### src/rtl/faw_pkg.sv
package faw_pkg;
   // default sizing for the activate window limiter
   localparam int unsigned FAW_WIN_W_DEF = 6;
   localparam int unsigned FAW_DEPTH_DEF = 4;
   // 1: window enforced only on multi-bank devices, 0: always enforced
   localparam bit          FAW_BANK_GATE_DEF = 1'b1;
endpackage : faw_pkg

### src/rtl/faw_hist_slot.sv
module faw_hist_slot #(
   parameter int unsigned AGE_W = 6
) (
   input  logic             clk_i,
   input  logic             rst_ni,
   input  logic             shift_i,
   input  logic             prev_valid_i,
   input  logic [AGE_W-1:0] prev_age_i,
   output logic             valid_o,
   output logic [AGE_W-1:0] age_o
);
   localparam logic [AGE_W-1:0] AGE_MAX = {AGE_W{1'b1}};

   logic             valid_q;
   logic [AGE_W-1:0] age_q;
   logic [AGE_W-1:0] age_src;
   logic [AGE_W-1:0] age_nxt;

   always_comb begin
      age_src = shift_i ? prev_age_i : age_q;
      age_nxt = (age_src == AGE_MAX) ? AGE_MAX : age_src + AGE_W'(1);
   end

   always_ff @(posedge clk_i or negedge rst_ni) begin
      if (!rst_ni) begin
         valid_q <= 1'b0;
         age_q   <= '0;
      end else begin
         if (shift_i) valid_q <= prev_valid_i;
         age_q <= age_nxt;
      end
   end

   assign valid_o = valid_q;
   assign age_o   = age_q;


   age_no_wrap_chk: assert property (@(posedge clk_i) disable iff (!rst_ni)
      (valid_q && !shift_i) |=> (age_q >= $past(age_q)));
endmodule : faw_hist_slot

### src/rtl/faw_win_check.sv
module faw_win_check #(
   parameter int unsigned AGE_W     = 6,
   parameter bit          BANK_GATE = 1'b1
) (
   input  logic             oldest_valid_i,
   input  logic [AGE_W-1:0] oldest_age_i,
   input  logic [AGE_W-1:0] win_i,
   input  logic             multi_bank_i,
   output logic             ok_o
);
   logic [AGE_W-1:0] eff_win;

   generate
      if (BANK_GATE) begin : g_gated
         // few-bank devices collapse to a one-cycle window
         assign eff_win = multi_bank_i ? win_i : AGE_W'(1);
      end else begin : g_always
         assign eff_win = win_i;
      end
   endgenerate

   assign ok_o = !oldest_valid_i || (oldest_age_i >= eff_win);
endmodule : faw_win_check

### src/rtl/faw_act_limiter.sv
module faw_act_limiter
   import faw_pkg::*;
#(
   parameter int unsigned WIN_W     = FAW_WIN_W_DEF,
   parameter int unsigned DEPTH     = FAW_DEPTH_DEF,
   parameter bit          BANK_GATE = FAW_BANK_GATE_DEF
) (
   input  logic             clk_i,
   input  logic             rst_ni,
   input  logic             act_i,
   input  logic [WIN_W-1:0] win_i,
   input  logic             eight_bank_i,
   output logic             act_ok_o,
   output logic             viol_o
);
   localparam int unsigned AGE_W  = WIN_W;
   localparam int unsigned OLDEST = DEPTH - 1;

   generate
      if (WIN_W < 2)  begin : g_bad_w  $error("WIN_W must be at least 2");  end
      if (DEPTH < 1)  begin : g_bad_d  $error("DEPTH must be at least 1");  end
   endgenerate

   logic [DEPTH-1:0] hist_valid;
   logic [AGE_W-1:0] hist_age [DEPTH];
   logic             ok_w;
   logic             viol_q;

   generate
      for (genvar g = 0; g < DEPTH; g++) begin : g_slot
         logic             pv;
         logic [AGE_W-1:0] pa;
         if (g == 0) begin : g_head
            assign pv = 1'b1;
            assign pa = '0;
         end else begin : g_tail
            assign pv = hist_valid[g-1];
            assign pa = hist_age[g-1];
         end
         faw_hist_slot #(.AGE_W(AGE_W)) slot_i (
            .clk_i       (clk_i),
            .rst_ni      (rst_ni),
            .shift_i     (act_i),
            .prev_valid_i(pv),
            .prev_age_i  (pa),
            .valid_o     (hist_valid[g]),
            .age_o       (hist_age[g])
         );
      end
   endgenerate

   faw_win_check #(.AGE_W(AGE_W), .BANK_GATE(BANK_GATE)) chk_i (
      .oldest_valid_i(hist_valid[OLDEST]),
      .oldest_age_i  (hist_age[OLDEST]),
      .win_i         (win_i),
      .multi_bank_i  (eight_bank_i),
      .ok_o          (ok_w)
   );

   always_ff @(posedge clk_i or negedge rst_ni) begin
      if (!rst_ni)                viol_q <= 1'b0;
      else if (act_i && !ok_w)    viol_q <= 1'b1;
   end

   assign act_ok_o = ok_w;
   assign viol_o   = viol_q;


   partial_hist_open_chk: assert property (@(posedge clk_i) disable iff (!rst_ni)
      ($countones(hist_valid) < DEPTH) |-> act_ok_o);

   few_bank_open_chk: assert property (@(posedge clk_i) disable iff (!rst_ni)
      (!eight_bank_i && BANK_GATE) |-> act_ok_o);

   viol_set_chk: assert property (@(posedge clk_i) disable iff (!rst_ni)
      (act_i && !act_ok_o) |=> viol_o);

   viol_sticky_chk: assert property (@(posedge clk_i) disable iff (!rst_ni)
      viol_o |=> viol_o);

   blocked_recorded_chk: assert property (@(posedge clk_i) disable iff (!rst_ni)
      act_i |=> (hist_valid[0] && hist_age[0] == AGE_W'(1)));

   idle_no_push_chk: assert property (@(posedge clk_i) disable iff (!rst_ni)
      !act_i |=> $stable(hist_valid));
endmodule : faw_act_limiter

### config.mk
export PLATFORM = sky130hd
export DESIGN_NAME = faw_act_limiter
export DESIGN_NICKNAME = d
export VERILOG_FILES = /design/src/rtl/faw_pkg.sv /design/src/rtl/faw_hist_slot.sv /design/src/rtl/faw_win_check.sv /design/src/rtl/faw_act_limiter.sv
export SDC_FILE = /design/constraint.sdc
export NUM_CORES = 1
export LEC_CHECK = 0
export ABC_AREA = 1
export BUFFER_PORTS_ARGS = -buffer_cell sky130_fd_sc_hd__buf_2
export CAP_MARGIN = 20
export CORE_ASPECT_RATIO = 2
export CORE_MARGIN = 5
export CORE_UTILIZATION = 40
export DETAILED_ROUTE_END_ITERATION = 10
export PLACE_DENSITY = 0.63
export SYNTH_ARGS = -nofsm -noshare
export SYNTH_HDL_FRONTEND = slang
export SYNTH_SLANG_ARGS = --single-unit
### constraint.sdc
create_clock -name clk_i -period 1.5 [get_ports clk_i]
set_input_delay 0.15 -clock clk_i [delete_from_list [all_inputs] [get_ports clk_i]]
set_output_delay 0.15 -clock clk_i [all_outputs]
set_load 0.05 [all_outputs]
==> results of run 1 <==
## power by group through the flow
stage	clock [mW]	combinational [mW]	sequential [mW]
global route	0.889	1.08	1.03
finish	0.827	0.948	1.01
global placement	0	0.734	1.02
CTS	0.847	0.800	1.01
floorplan	0	0.547	1.00
detailed placement	0	0.753	1.02
## cell type report
class                   count  area share
flip-flops and latches     29      0.3282
repair buffers             29     0.09508
clock buffers               7     0.03905
clock inverters             1     0.01358
inverters                  26     0.04527
well taps                  54     0.03056
multi-input cells         174      0.4482
## registers in the layout, summed over array words and instances, names as in the netlist
signal and count:
g_slot.slot_i.age_o 24, g_slot.slot_i.valid_o 4, viol_o 1
## logic make-up (layout without fill, tap and decap cells)
kind of cell	Yosys count	after routing
compound gates	26	26
xor+xnor	2	2
fa+ha+maj	10	10
buf+inv	31	63
flops	29	29
simple gates	136	136
## worst register-to-register path: cells and delay by family (launching register included)
family          cells  cell delay [ns]
compound gates      2             0.40
simple gates        3             0.22
buf+inv             2             0.17
flops               1             0.34
fa+ha+maj           1             0.20
## path summary, 6_finish.rpt
path / startpoint / to / slack, ns / cells after the start
worst max-delay path: g_slot[3].slot_i.age_o[5] / act_ok_o / -0.21 / 8
worst min-delay path: act_i / g_slot[0].slot_i.age_o[0] / 0.26 / 4
worst min register to register: g_slot[0].slot_i.valid_o / g_slot[0].slot_i.valid_o / 0.47 / 1
worst max register to register: g_slot[3].slot_i.age_o[0] / g_slot[3].slot_i.age_o[4] / 0.06 / 8
min in group asynchronous: rst_ni / g_slot[0].slot_i.age_o[5] / 0.45 / 2
max in group asynchronous: rst_ni / g_slot[3].slot_i.age_o[0] / 0.60 / 2
## metrics by stage
step | setup WS (ns) | power, mW | hold slack (ns) | cells | instance area [um2]
2_1_floorplan | 0.07135 | 1.547 | -0.1456 | 234 | 1753
3_3_place_gp | -0.01769 | 1.752 | 0.2161 | 307 | 1923
3_5_place_dp | -0.01040 | 1.772 | 0.2161 | 307 | 1923
4_1_cts | -0.1928 | 2.655 | 0.2600 | 316 | 2083
5_1_grt | -0.2639 | 2.997 | 0.2813 | 320 | 2211
6_report | -0.2087 | 2.790 | 0.2586 | 320 | 2211
## layout by cell type, fill, tap and decap left out, types with 2 or more instances in the layout
master and n:
sky130_fd_sc_hd__nand3_1 8, sky130_fd_sc_hd__o21ai_2 3, sky130_fd_sc_hd__inv_1 23, sky130_fd_sc_hd__buf_6 2, sky130_fd_sc_hd__nand2_1 85, sky130_fd_sc_hd__a21oi_1 2, sky130_fd_sc_hd__nand2_2 8, sky130_fd_sc_hd__buf_2 10
sky130_fd_sc_hd__ha_4 3, sky130_fd_sc_hd__nand4_1 2, sky130_fd_sc_hd__or2_2 2, sky130_fd_sc_hd__nor2_4 2, sky130_fd_sc_hd__nand3_2 6, sky130_fd_sc_hd__dfrtp_1 29, sky130_fd_sc_hd__ha_2 2, sky130_fd_sc_hd__o21ai_1 12
sky130_fd_sc_hd__nor2_2 5, sky130_fd_sc_hd__nor2_1 14, sky130_fd_sc_hd__buf_4 15, sky130_fd_sc_hd__inv_2 2, sky130_fd_sc_hd__o21ai_0 4, sky130_fd_sc_hd__ha_1 5, sky130_fd_sc_hd__clkbuf_8 6
## routing by layer
layer / up-vias / track usage
met3: 10 / 0.01993
met5: - / 0
met1: 726 / 0.1256
met2: 20 / 0.2889
li1: 796 / -
met4: 0 / 0.07960
## timing repair
| item | 4_1_cts | 5_1_grt |
|---|---|---|
| hold buffers | 1 | 0 |
| gates resized for setup | 10 | 24 |
| pin swaps | 5 | 11 |
| setup buffers | 0 | 5 |
| hold endpoints to repair | 29 | 0 |
| endpoints found under the setup margin | 1 | 11 |
==> results.md, run 1 <==
Setup path:
- The required time of the critical path is 1.35 ns.
- On the critical path, the stage with the largest delay is an instance of sky130_fd_sc_hd__dfrtp_1.
- The data arrival time of the critical path is 1.56 ns.
- The worst setup path is captured at a primary output.
- The critical path goes through ha_4, nand2_4, inv_4, nand2_2, nand3_2, nor2_4, nand2_2, buf_8.
- The family of cells with the greatest summed delay on the critical path is flip-flops.
- The startpoint type of the worst setup path is a flip-flop.
- Together, buffers and inverters on the worst path number 2.
- The cell occurring most often along the worst timing path is sky130_fd_sc_hd__nand2_2.
- Of all nets on the critical path, the largest fanout is 2.
- The startpoint-to-endpoint class of the critical path is reg -> out.
- The largest single stage delay on the critical path is 0.42 ns.

Logic synthesis:
- The cell area after synthesis is 1753 um2.
- The most used flip-flop cell after synthesis is sky130_fd_sc_hd__dfrtp_1.
- The share of synthesized flip-flops with an asynchronous set or reset is 1.000.
- After synthesis, the mean cell area works out to 7.491 um2.
- The count of synthesis-stage warnings from yosys is 0.
- The mux cell area share after synthesis is 0.
- The most frequent cell after synthesis is sky130_fd_sc_hd__nand2_1.
- Of the total synthesized cell area, the portion taken by full adders, half adders and majority gates is 0.07138.
- The count of mapped cells out of synthesis is 234.
- Counting every net in the synthesized netlist gives 254.
- The fraction of the mapped netlist area in compound gates came to 0.08708.
- Counting instances in the post-synthesis netlist gives the leading cell types as sky130_fd_sc_hd__nand2_1, sky130_fd_sc_hd__dfrtp_1, sky130_fd_sc_hd__inv_1, sky130_fd_sc_hd__nor2_1, sky130_fd_sc_hd__o21ai_1.
- The portion of the post-synthesis area used by sequential elements is 0.4140.
- The combinational family with the most area after synthesis is simple AND/OR/NAND/NOR gates.
- The count of state elements after synthesis is 29.
- The largest total area in the synthesized netlist belongs to sky130_fd_sc_hd__dfrtp_1.
- The number of enable flip-flop cells after synthesis is 0.
- Sorting the synthesized cells by area gives the leading types as sky130_fd_sc_hd__dfrtp_1, sky130_fd_sc_hd__nand2_1, sky130_fd_sc_hd__ha_1, sky130_fd_sc_hd__inv_1, sky130_fd_sc_hd__nor2_1.
- The netlist uses 27 different library cells.
- Of the total synthesized cell area, the portion taken by AND, OR, NAND and NOR gates is 0.3333.
- Of the total synthesized cell area, the portion taken by XOR and XNOR cells is 0.009993.
- The area fraction of the dominant cell type after synthesis is 0.4140.

Final layout:
- The area of the multi-input gates is 991.0 um2.
- The number of antenna diodes is 0.
- At the end of the flow the core is filled with cells to 0.5146.
- The sequential cell area is 725.7 um2.
- The area growth from synthesis to layout is 26.12%.
- Of the cells placed in the final design, the portion with a size suffix greater than 1 is 0.2707.
- The final net count is 285.
- The number of fill cells in the layout is 436.

CTS:
- In this run the deepest clock path goes through 2 buffers.
- The clock latency reported for the late side of the worst-skew pair is 0.28 ns.
- The clock input transition at the sequential cells of the worst setup and hold paths is 0.06 ns.
- The number of clock buffers added by TritonCTS is 5.
- The TritonCTS clock tree is done.
- The tree is rooted in a sky130_fd_sc_hd__clkbuf_8.
- The number of levels in the clock H-tree is 2.
- For this design, the sink count on the clock tree is 29.

STA:
- In this run the tightest slew margin relative to its limit is 0.5492.
- Setup repair after global routing could not meet its margin everywhere.
- Across all setup checks in the final design, the least slack found is -0.2087 ns.
- The final hold violation count was 0.
- The post-route clock period utilization is 1.139.
- For the pin with the worst max-slew slack, the measured transition is 0.6761 ns.
- The routed design could run at a clock period as short as 1.709 ns.
- The clock skew after layout is 0.009371 ns.
- The final setup violation count is 1.
- Based on the critical path, the design can be clocked at up to 0.5852 GHz.
- The sum of negative setup slack is -0.2087 ns.
- The number of pins exceeding their max-slew limit in the final report is 0.

Status:
- The checks that failed: setup timing.
- The run finished, with violations left.

Power and ir drop:
- The internal power of the cells totals 1.878 mW.
- The analysis attributes to net switching a power of 0.9122 mW.
- Of the total power, the share spent switching nets is 0.3269.
- Dividing total power by cell area gives a power density of 1262 nW/um2.
- The clock network power share is 0.296.
- The relative contribution of sequential cells to total power is 0.364.
- The peak ir drop on the vdd network is 0.0007739 V.
- The share of total power dissipated in combinational logic is 0.340.
- The leakage dissipation is 1.108 nW.

Global routing:
- The initial antenna violation count was 0.
- After global routing the overflow that remains totals 0.
- Entering global routing, the biggest net connects 30 pins.
- Across every metal layer, demand over resource in global routing totals 0.1435.
- The global-route wire length before repair is 6596 um.
- The via count of the first global-routing pass is 1,539.

Floorplan:
- During I/O placement, the number of pins put on the boundary was 12.
- The initialized floorplan defines 34 standard-cell rows.
- Measured along the x axis, the die boundary spans 56.81 um.
- The core outline area is 4297 um2.
- The starting density of the core is 0.4080.
- The die is 103.6 um tall.
- The area of the die is 5887 um2.

Placement:
- The congestion estimate from routability-driven global placement came to 0.7760.
- The count of port buffers added during placement is 11.
- Summed over all nets, the half-perimeter wirelength after detailed placement is 3006 um.

Routing:
- The detailed router put a total of 1366 um of wire on met1.
- The routed via count is 1,552.
- In the detailed route, the total length drawn on met3 is 53 um.
- The routed design uses 2445 um of met2 wire.
- In the routed design, unresolved DRC markers number 0.
- The detail route stage leaves a number of antenna-violating nets equal to 0.
- The wire length reported by the detailed router is 3988 um.
- The detailed router finished its first iteration with 28 violations.
- The length of the first detailed-routing pass in iterations is 4.
- The highest metal layer with signal wires is met4.
- Dividing the detail-routed via count by the number of cells gives 4.850.
- The average routed wire per standard cell is 12.46 um.

Flow run:
- Across the run, the number of max-cap violations was 0.

Hold path:
- The class of the most critical hold timing path is in -> reg.
(Power assumes the default switching activity.)
==> run 2, diff against run 1 <==
--- a/config.mk
+++ b/config.mk
@@ -8,9 +8,10 @@
 export ABC_AREA = 1
 export BUFFER_PORTS_ARGS = -buffer_cell sky130_fd_sc_hd__buf_2
 export CAP_MARGIN = 20
-export CORE_ASPECT_RATIO = 2
+export CORE_ASPECT_RATIO = 1.75
 export CORE_MARGIN = 5
 export CORE_UTILIZATION = 40
+export CTS_CLUSTER_SIZE = 40
 export DETAILED_ROUTE_END_ITERATION = 10
 export PLACE_DENSITY = 0.63
 export SYNTH_ARGS = -nofsm -noshare
==> run 2 against run 1 <==
Effect of this change: the flow still finishes with violations (setup timing); cell count down 3.8%; first-iteration DRC count shrank 29%; power decreased by 1.2%; count of clock-buffer cells in the layout fell by 2; sequential share of layout area up 2.0 points; via count is 1.5% lower; clock power increased by 16%; maximum frequency up 2.6%; hold slack gained 0.038 ns; global-route usage is 0.34 points lower; highest routed layer unchanged; critical path type unchanged.
==> results.md, run 2 (same netlist as run 1, synthesis figures left out) <==
STA:
- The pin slew with the least headroom to its limit came to 0.6623 ns (-0.01380 ns).
- The minimum setup slack in the final design was -0.1653 ns (+0.04337 ns).
- The final hold violation count is 0 (unchanged).
- The clock skew after layout is 0.003230 ns (-0.006141 ns).
- The maximum achievable frequency came to 0.6005 GHz (+2.6%).
- The final setup violation count is 1 (unchanged).
- The post-route clock period utilization was 1.110 (-0.02891).
- Setup repair after global routing could not meet its margin everywhere.
- The worst max-slew margin expressed relative to the limit is 0.5584 (+0.009202).
- The final critical-path required period is 1.665 ns (-0.04337 ns).
- The number of pins exceeding their max-slew limit in the final report is 0 (unchanged).

Floorplan:
- The starting density of the core came to 0.4054 (-0.002597).
- The area of the die is 5858 um2 (-0.48%).
- The boundary pin count came to 12 (unchanged).
- The core outline area is 4324 um2 (+0.64%).
- The horizontal die dimension is 60.04 um (+5.7%).
- The number of placement rows is 32 (-5.9%).
- The chip height is 97.57 um (-5.8%).

Status:
- The checks that failed: setup timing.
- The flow ran to the end, but the final reports show violations.

Global routing:
- The pin count of the biggest net entering global routing is 30 (unchanged).
- The overall overflow remaining after global route is 0 (unchanged).
- The total global-route track usage came to 0.1401 (-0.003360).
- The via count of the first global-routing pass is 1,551 (+0.78%).
- The global-route wire length before repair came to 6258 um (-5.1%).
- The initial antenna violation count is 0 (unchanged).

Routing:
- The wire length reported by the detailed router is 3676 um (-7.8%).
- The post-detailed-route DRC marker count is 0 (unchanged).
- The average routed wire per standard cell was 11.94 um (-4.2%).
- The via-per-instance ratio is 4.961 (+2.3%).
- The routed via count is 1,528 (-1.5%).
- The length of the first detailed-routing pass in iterations is 4 (unchanged).
- The initial DRC count is 20 (-29%).
- The antenna violation net count after detailed routing came to 0 (unchanged).

Setup path:
- The largest fanout on the critical path is 2 (unchanged).
- The data arrival time of the critical path is 1.52 ns (-0.04 ns).
- The nature of the critical path endpoint is a primary output.
- The worst-case register-to-register setup slack came to 0.17 ns (+0.11 ns).
- The path depth of the worst reg2reg path is 6 (-2).
- The startpoint type of the worst setup path is a flip-flop.
- The startpoint-to-endpoint class of the critical path is reg -> out.
- The required time of the critical path is 1.35 ns (about the same).
- In this run the critical register-to-register path is launched from g_slot[2].slot_i.age_o[1].
- The worst register-to-register path ends at g_slot[3].slot_i.age_o[2].

Power and ir drop:
- The power per standard cell area came to 1323 nW/um2 (+4.8%).
- The final total power is 2.756 mW (-1.2%).
- The leakage dissipation is 1.072 nW (-3.3%).
- The peak ir drop on the vdd network is 0.0009450 V (+22%).

Final layout:
- Leaving out fill and tap cells, the most frequent cell in the layout is sky130_fd_sc_hd__nand2_1.
- The sequential cell area is 725.7 um2 (unchanged).
- The share of final-layout standard cells stronger than drive strength 1 came to 0.1984 (-0.07223).
- In the layout the commonest cells are sky130_fd_sc_hd__nand2_1, sky130_fd_sc_hd__dfrtp_1, sky130_fd_sc_hd__inv_1.
- The final net count was 276 (-3.2%).
- The number of non-filler instances in the completed layout is 308 (-3.8%).
- Relative to the synthesized area, the layout overhead comes to 18.84%.
- The number of fill cells in the layout came to 444 (+1.8%).
- The number of flip-flops under the largest register name is 24 (unchanged).
- The number of antenna diodes is 0 (unchanged).
- The area of the multi-input gates was 918.4 um2 (-7.3%).
- The final standard cell area without fillers was 2083 um2 (-5.8%).

Placement:
- The post-placement cell count is 299 (-2.6%).
- The instance area after placement is 1894 um2 (-1.5%).
- The count of port buffers added during placement came to 11 (unchanged).
- The final weighted congestion in routability-driven placement is 0.7940 (+2.3%).
- The detailed placer's ending HPWL was 2818 um (-6.3%).

CTS:
- The buffer levels on the longest clock path is 2 (unchanged).
- The number of buffers created by CTS is 5 (unchanged).
- The number of levels in the clock H-tree is 2 (unchanged).
- The total clock sinks was 29 (unchanged).
- The total setup buffers inserted after CTS is 0 (unchanged).
- The TritonCTS clock tree is done.
- The clock latency reported for the late side of the worst-skew pair is 0.28 ns (about the same).
- The master cell of the clock root buffer is sky130_fd_sc_hd__clkbuf_8.
- The clock input transition at the sequential cells of the worst setup and hold paths is 0.07 ns (about the same).

Flow run:
- The number of max-cap violations is 0 (unchanged).

Hold path:
- The instance count along the most critical hold path is 4 (unchanged).
- The hold-critical path endpoint is g_slot[1].slot_i.valid_o.
- The path class of the tightest hold or removal check is in -> reg.
- The startpoint identified for the worst hold timing path is act_i.
run 2: changes by cell type in the layout (fill, tap and decap cells not counted), sizes merged:
cell,before,now
clkbuf,7,5
clkinv,0,1
bufinv,1,2
buf,28,19
run 2: through the flow:
stage	setup slack, ns	hold slack [ns]	setup TNS, ns	util
floorplan	0.07135	-0.1456	0	-
global placement	0.001685	0.2250	0	0.4381
detailed placement	-0.04885	0.2186	-0.04885	0.4381
CTS	-0.2293	0.2935	-0.2293	0.4763
global route	-0.2567	0.3149	-0.2567	0.4818
finish	-0.1653	0.2971	-0.1653	0.4818
run 2: power by group:
part           internal [mW]  total [mW]  switching, mW
registers              0.926        1.02         0.0920
logic                  0.314       0.776          0.462
clock network          0.659       0.963          0.303
run 2: repair_timing:
item	4_1_cts	5_1_grt
hold buffers	1	0
gates resized for setup	8	4
hold endpoints to repair	29	0
pin swaps	7	3
setup endpoints to repair	1	2
run 2: cell type report:
type | instances | share of cell area
Clock buffer | 5 | 0.03303
Clock inverter | 3 | 0.03123
Inverter | 26 | 0.04685
Multi-Input combinational cell | 174 | 0.4408
Sequential cell | 29 | 0.3483
Tap cell | 51 | 0.03063
Timing Repair Buffer | 20 | 0.06907
run 2: how the worst max path moves through the flow:
stage                                    from  endpoint  cells past startpoint
floorplan           g_slot[3].slot_i.age_o[5]  act_ok_o                      7
global placement    g_slot[3].slot_i.age_o[5]  act_ok_o                      6
detailed placement  g_slot[3].slot_i.age_o[0]  act_ok_o                      7
CTS                 g_slot[3].slot_i.age_o[4]  act_ok_o                      8
global route        g_slot[3].slot_i.age_o[5]  act_ok_o                      8
finish              g_slot[3].slot_i.age_o[5]  act_ok_o                      8
run 2: per-layer routing:
metal  up-vias  routed length, um  global-route usage
met5         -                  0                   0
met4         0                195              0.1041
met3        14                102             0.01729
met2        28               2113              0.2642
met1       705               1265              0.1222
li1        781                  -                   -
run 2: critical path, cell delays in order, from the launching register on:
cell and delay (ns):
sky130_fd_sc_hd__dfrtp_1 0.41, sky130_fd_sc_hd__ha_4 0.30, sky130_fd_sc_hd__nand2_4 0.05, sky130_fd_sc_hd__inv_2 0.05, sky130_fd_sc_hd__nand2_1 0.04, sky130_fd_sc_hd__nor2_1 0.09
sky130_fd_sc_hd__nor2_1 0.07, sky130_fd_sc_hd__nand2_1 0.08, sky130_fd_sc_hd__buf_6 0.15
==> run 3, diff against run 2 <==
--- a/config.mk
+++ b/config.mk
@@ -14,6 +14,7 @@
 export CTS_CLUSTER_SIZE = 40
 export DETAILED_ROUTE_END_ITERATION = 10
 export PLACE_DENSITY = 0.63
+export SETUP_SLACK_MARGIN = 0.3
 export SYNTH_ARGS = -nofsm -noshare
 export SYNTH_HDL_FRONTEND = slang
 export SYNTH_SLANG_ARGS = --single-unit
==> run 3 against run 2 <==
Effect of this change: the run still ends with setup timing left; largest cell class unchanged; core utilization up 8.7 points; sequential power about the same; clock skew up 0.0043 ns; hold slack better by 0.040 ns; count of clock-buffer cells in the layout unchanged; first-iteration DRC count up 45%; cell count up 5.2%; largest power group is now combinational cells; sequential cell count unchanged; sequential share of layout area down 5.3 points.
==> results.md, run 3 (same netlist as run 1, synthesis figures left out) <==
Floorplan:
- The chip height is 97.57 um (unchanged).
- The number of placement rows is 32 (unchanged).
- The core outline area was 4324 um2 (unchanged).
- The boundary pin count is 12 (unchanged).
- The horizontal die dimension came to 60.04 um (unchanged).
- The area of the die is 5858 um2 (unchanged).
- The starting density of the core was 0.4054 (unchanged).

Global routing:
- The via count of the first global-routing pass is 1,637 (+5.5%).
- The overall overflow remaining after global route came to 0 (unchanged).
- The initial antenna violation count came to 0 (unchanged).
- The pin count of the biggest net entering global routing is 30 (unchanged).
- The total global-route track usage is 0.1530 (+0.01284).
- The global-route wire length before repair is 6920 um (+11%).

Setup path:
- STA classifies the critical path startpoint as a flip-flop.
- The number of stages on the worst setup path is 8 (unchanged).
- The largest fanout on the critical path came to 2 (unchanged).
- The worst-path cell with the longest stage delay is sky130_fd_sc_hd__dfrtp_1.
- Walking the worst path, the cells encountered are ha_4, nand2_4, inv_2, nand2_2, nor2_4, nor2_4, nand2_4, buf_8.
- The data arrival time of the critical path is 1.55 ns (+0.03 ns).
- The total buffers and inverters traversed by the critical path came to 2 (unchanged).
- The kind of cell with the highest combined delay along the critical path is flip-flops.
- The required time of the critical path came to 1.35 ns (about the same).
- The critical path in this run is classified as reg -> out.
- The largest stage delay on the critical path is 0.41 ns (about the same).
- The nature of the critical path endpoint is a primary output.
- The path depth of the worst reg2reg path was 8 (+2).

CTS:
- The number of buffers created by CTS is 5 (unchanged).
- The buffer levels on the longest clock path came to 2 (unchanged).
- The cell sitting at the root of the clock tree is a sky130_fd_sc_hd__clkbuf_8.
- The number of levels in the clock H-tree was 2 (unchanged).
- TritonCTS built the clock tree.
- The total clock sinks is 29 (unchanged).
- The clock latency reported for the late side of the worst-skew pair was 0.29 ns (about the same).
- The clock input transition at the sequential cells of the worst setup and hold paths is 0.07 ns (about the same).

Placement:
- The instance area after placement is 1932 um2 (+2.0%).
- The count of port buffers added during placement is 11 (unchanged).
- The detailed placer's ending HPWL was 2900 um (+2.9%).
- The final weighted congestion in routability-driven placement is 0.7868 (-0.91%).
- The post-placement cell count came to 302 (+1.0%).

Status:
- The run finished, with violations left.
- The final reports fail on setup timing.

Power and ir drop:
- The power per standard cell area is 1170 nW/um2 (-12%).
- The leakage dissipation came to 1.201 nW (+12%).
- The peak ir drop on the vdd network came to 0.0006896 V (-27%).
- The final total power is 2.879 mW (+4.5%).

STA:
- Setup repair after global routing could not meet its margin everywhere.
- The final worst hold slack is 0.3373 ns (+0.04020 ns).
- The minimum setup slack in the final design is -0.1971 ns (-0.03183 ns).
- The sum of negative setup slack was -0.1971 ns (-0.03183 ns).
- The worst max-slew margin expressed relative to the limit was 0.5546 (-0.003855).
- The final hold violation count is 0 (unchanged).
- The post-route clock period utilization was 1.131 (+0.02122).
- The final critical-path required period came to 1.697 ns (+0.03183 ns).
- The maximum achievable frequency came to 0.5892 GHz (-1.9%).
- The pin slew with the least headroom to its limit is 0.6681 ns (+0.005783 ns).
- The number of pins exceeding their max-slew limit in the final report is 0 (unchanged).
- The final setup violation count was 1 (unchanged).
- The clock skew after layout was 0.007565 ns (+0.004335 ns).

Hold path:
- The instance count along the most critical hold path is 4 (unchanged).
- In this run the worst hold path is classified as in -> reg.

Flow run:
- The number of max-cap violations was 0 (unchanged).

Routing:
- The initial DRC count is 29 (+45%).
- The via-per-instance ratio is 4.994 (+0.66%).
- The post-detailed-route DRC marker count is 0 (unchanged).
- The average routed wire per standard cell was 13.55 um (+14%).
- The routed via count is 1,618 (+5.9%).
- The length of the first detailed-routing pass in iterations came to 4 (unchanged).
- The wire length reported by the detailed router is 4391 um (+19%).
- The antenna violation net count after detailed routing came to 0 (unchanged).

Final layout:
- The number of flip-flops under the largest register name is 24 (unchanged).
- The number of non-filler instances in the completed layout was 324 (+5.2%).
- The share of final-layout standard cells stronger than drive strength 1 was 0.4176 (+0.2191).
- The library cells used most frequently in the layout, excluding fill and tap cells, are sky130_fd_sc_hd__nand2_1, sky130_fd_sc_hd__dfrtp_1, sky130_fd_sc_hd__inv_1.
- The number of fill cells in the layout came to 385 (-13%).
- The final net count came to 292 (+5.8%).
- The final standard cell area without fillers is 2461 um2 (+18%).
- The number of antenna diodes was 0 (unchanged).
- The leading cell type in the layout, fill and taps excluded is sky130_fd_sc_hd__nand2_1.
- The area growth from synthesis to layout is 40.40%.
==> run 3: cell types whose count changed in the layout (fill, tap and decap cells not counted), sizes merged <==
cell,previous run,this run
clkinv,1,2
buf,19,35
bufinv,2,0
clkinvlp,0,1
==> run 3: timing repair <==
item	in CTS	in global routing
setup buffers	7	6
hold endpoints to repair	29	0
pin swaps	23	21
endpoints found under the setup margin	25	26
gates resized for setup	36	44
hold buffers	1	0
==> run 3: per-stage QoR <==
stage,util,setup WS (ns)
CTS,0.5148,-0.2634
finish,0.5692,-0.1971
global placement,0.4468,-0.01350
global route,0.5692,-0.2452
floorplan,-,0.1877
detailed placement,0.4468,-0.04308
==> run 3: worst reg2reg max path, stage by stage, from the launching register on <==
cell,delay [ns]
sky130_fd_sc_hd__dfrtp_1,0.34
sky130_fd_sc_hd__inv_2,0.06
sky130_fd_sc_hd__buf_6,0.11
sky130_fd_sc_hd__o21ai_4,0.14
sky130_fd_sc_hd__ha_4,0.15
sky130_fd_sc_hd__a21boi_4,0.26
sky130_fd_sc_hd__nand2_2,0.10
sky130_fd_sc_hd__nor2_1,0.10
sky130_fd_sc_hd__nor2_1,0.04
==> run 3: path summary, 6_finish.rpt <==
kind / from / endpoint / slack, ns
worst min register to register: g_slot[1].slot_i.valid_o / g_slot[1].slot_i.valid_o / 0.48
max in group asynchronous: rst_ni / g_slot[0].slot_i.age_o[3] / 0.62
worst max-delay path: g_slot[3].slot_i.age_o[5] / act_ok_o / -0.20
worst min-delay path: act_i / g_slot[1].slot_i.valid_o / 0.34
min in group asynchronous: rst_ni / g_slot[3].slot_i.age_o[0] / 0.45
worst max register to register: g_slot[3].slot_i.age_o[0] / g_slot[3].slot_i.age_o[4] / 0.10
==> run 3: area by class of cell <==
| class | instances | area, um2 | area share |
|---|---|---|---|
| Clock buffer | 5 | 68.82 | 0.02796 |
| Sequential cell | 29 | 725.7 | 0.2949 |
| Timing Repair Buffer | 36 | 270.3 | 0.1098 |
| Clock inverter | 3 | 17.52 | 0.007117 |
| Multi-Input combinational cell | 174 | 1215 | 0.4936 |
| Inverter | 26 | 100.1 | 0.04067 |
| Tap cell | 51 | 63.81 | 0.02593 |
==> run 3: routing by layer <==
metal  up-vias  global-route usage  part of all wire
met5         -                   0                 0
met4         0             0.07338             0.025
met3         9             0.01596             0.020
met2        21              0.2967              0.62
met1       780              0.1465              0.34
li1        808                   -                 -
==> run 3: report_power, final <==
part           internal (mW)  switching (mW)
Clock                  0.320           0.323
Sequential             0.925          0.0942
Combinational          0.558           0.659
Total                   1.80            1.08
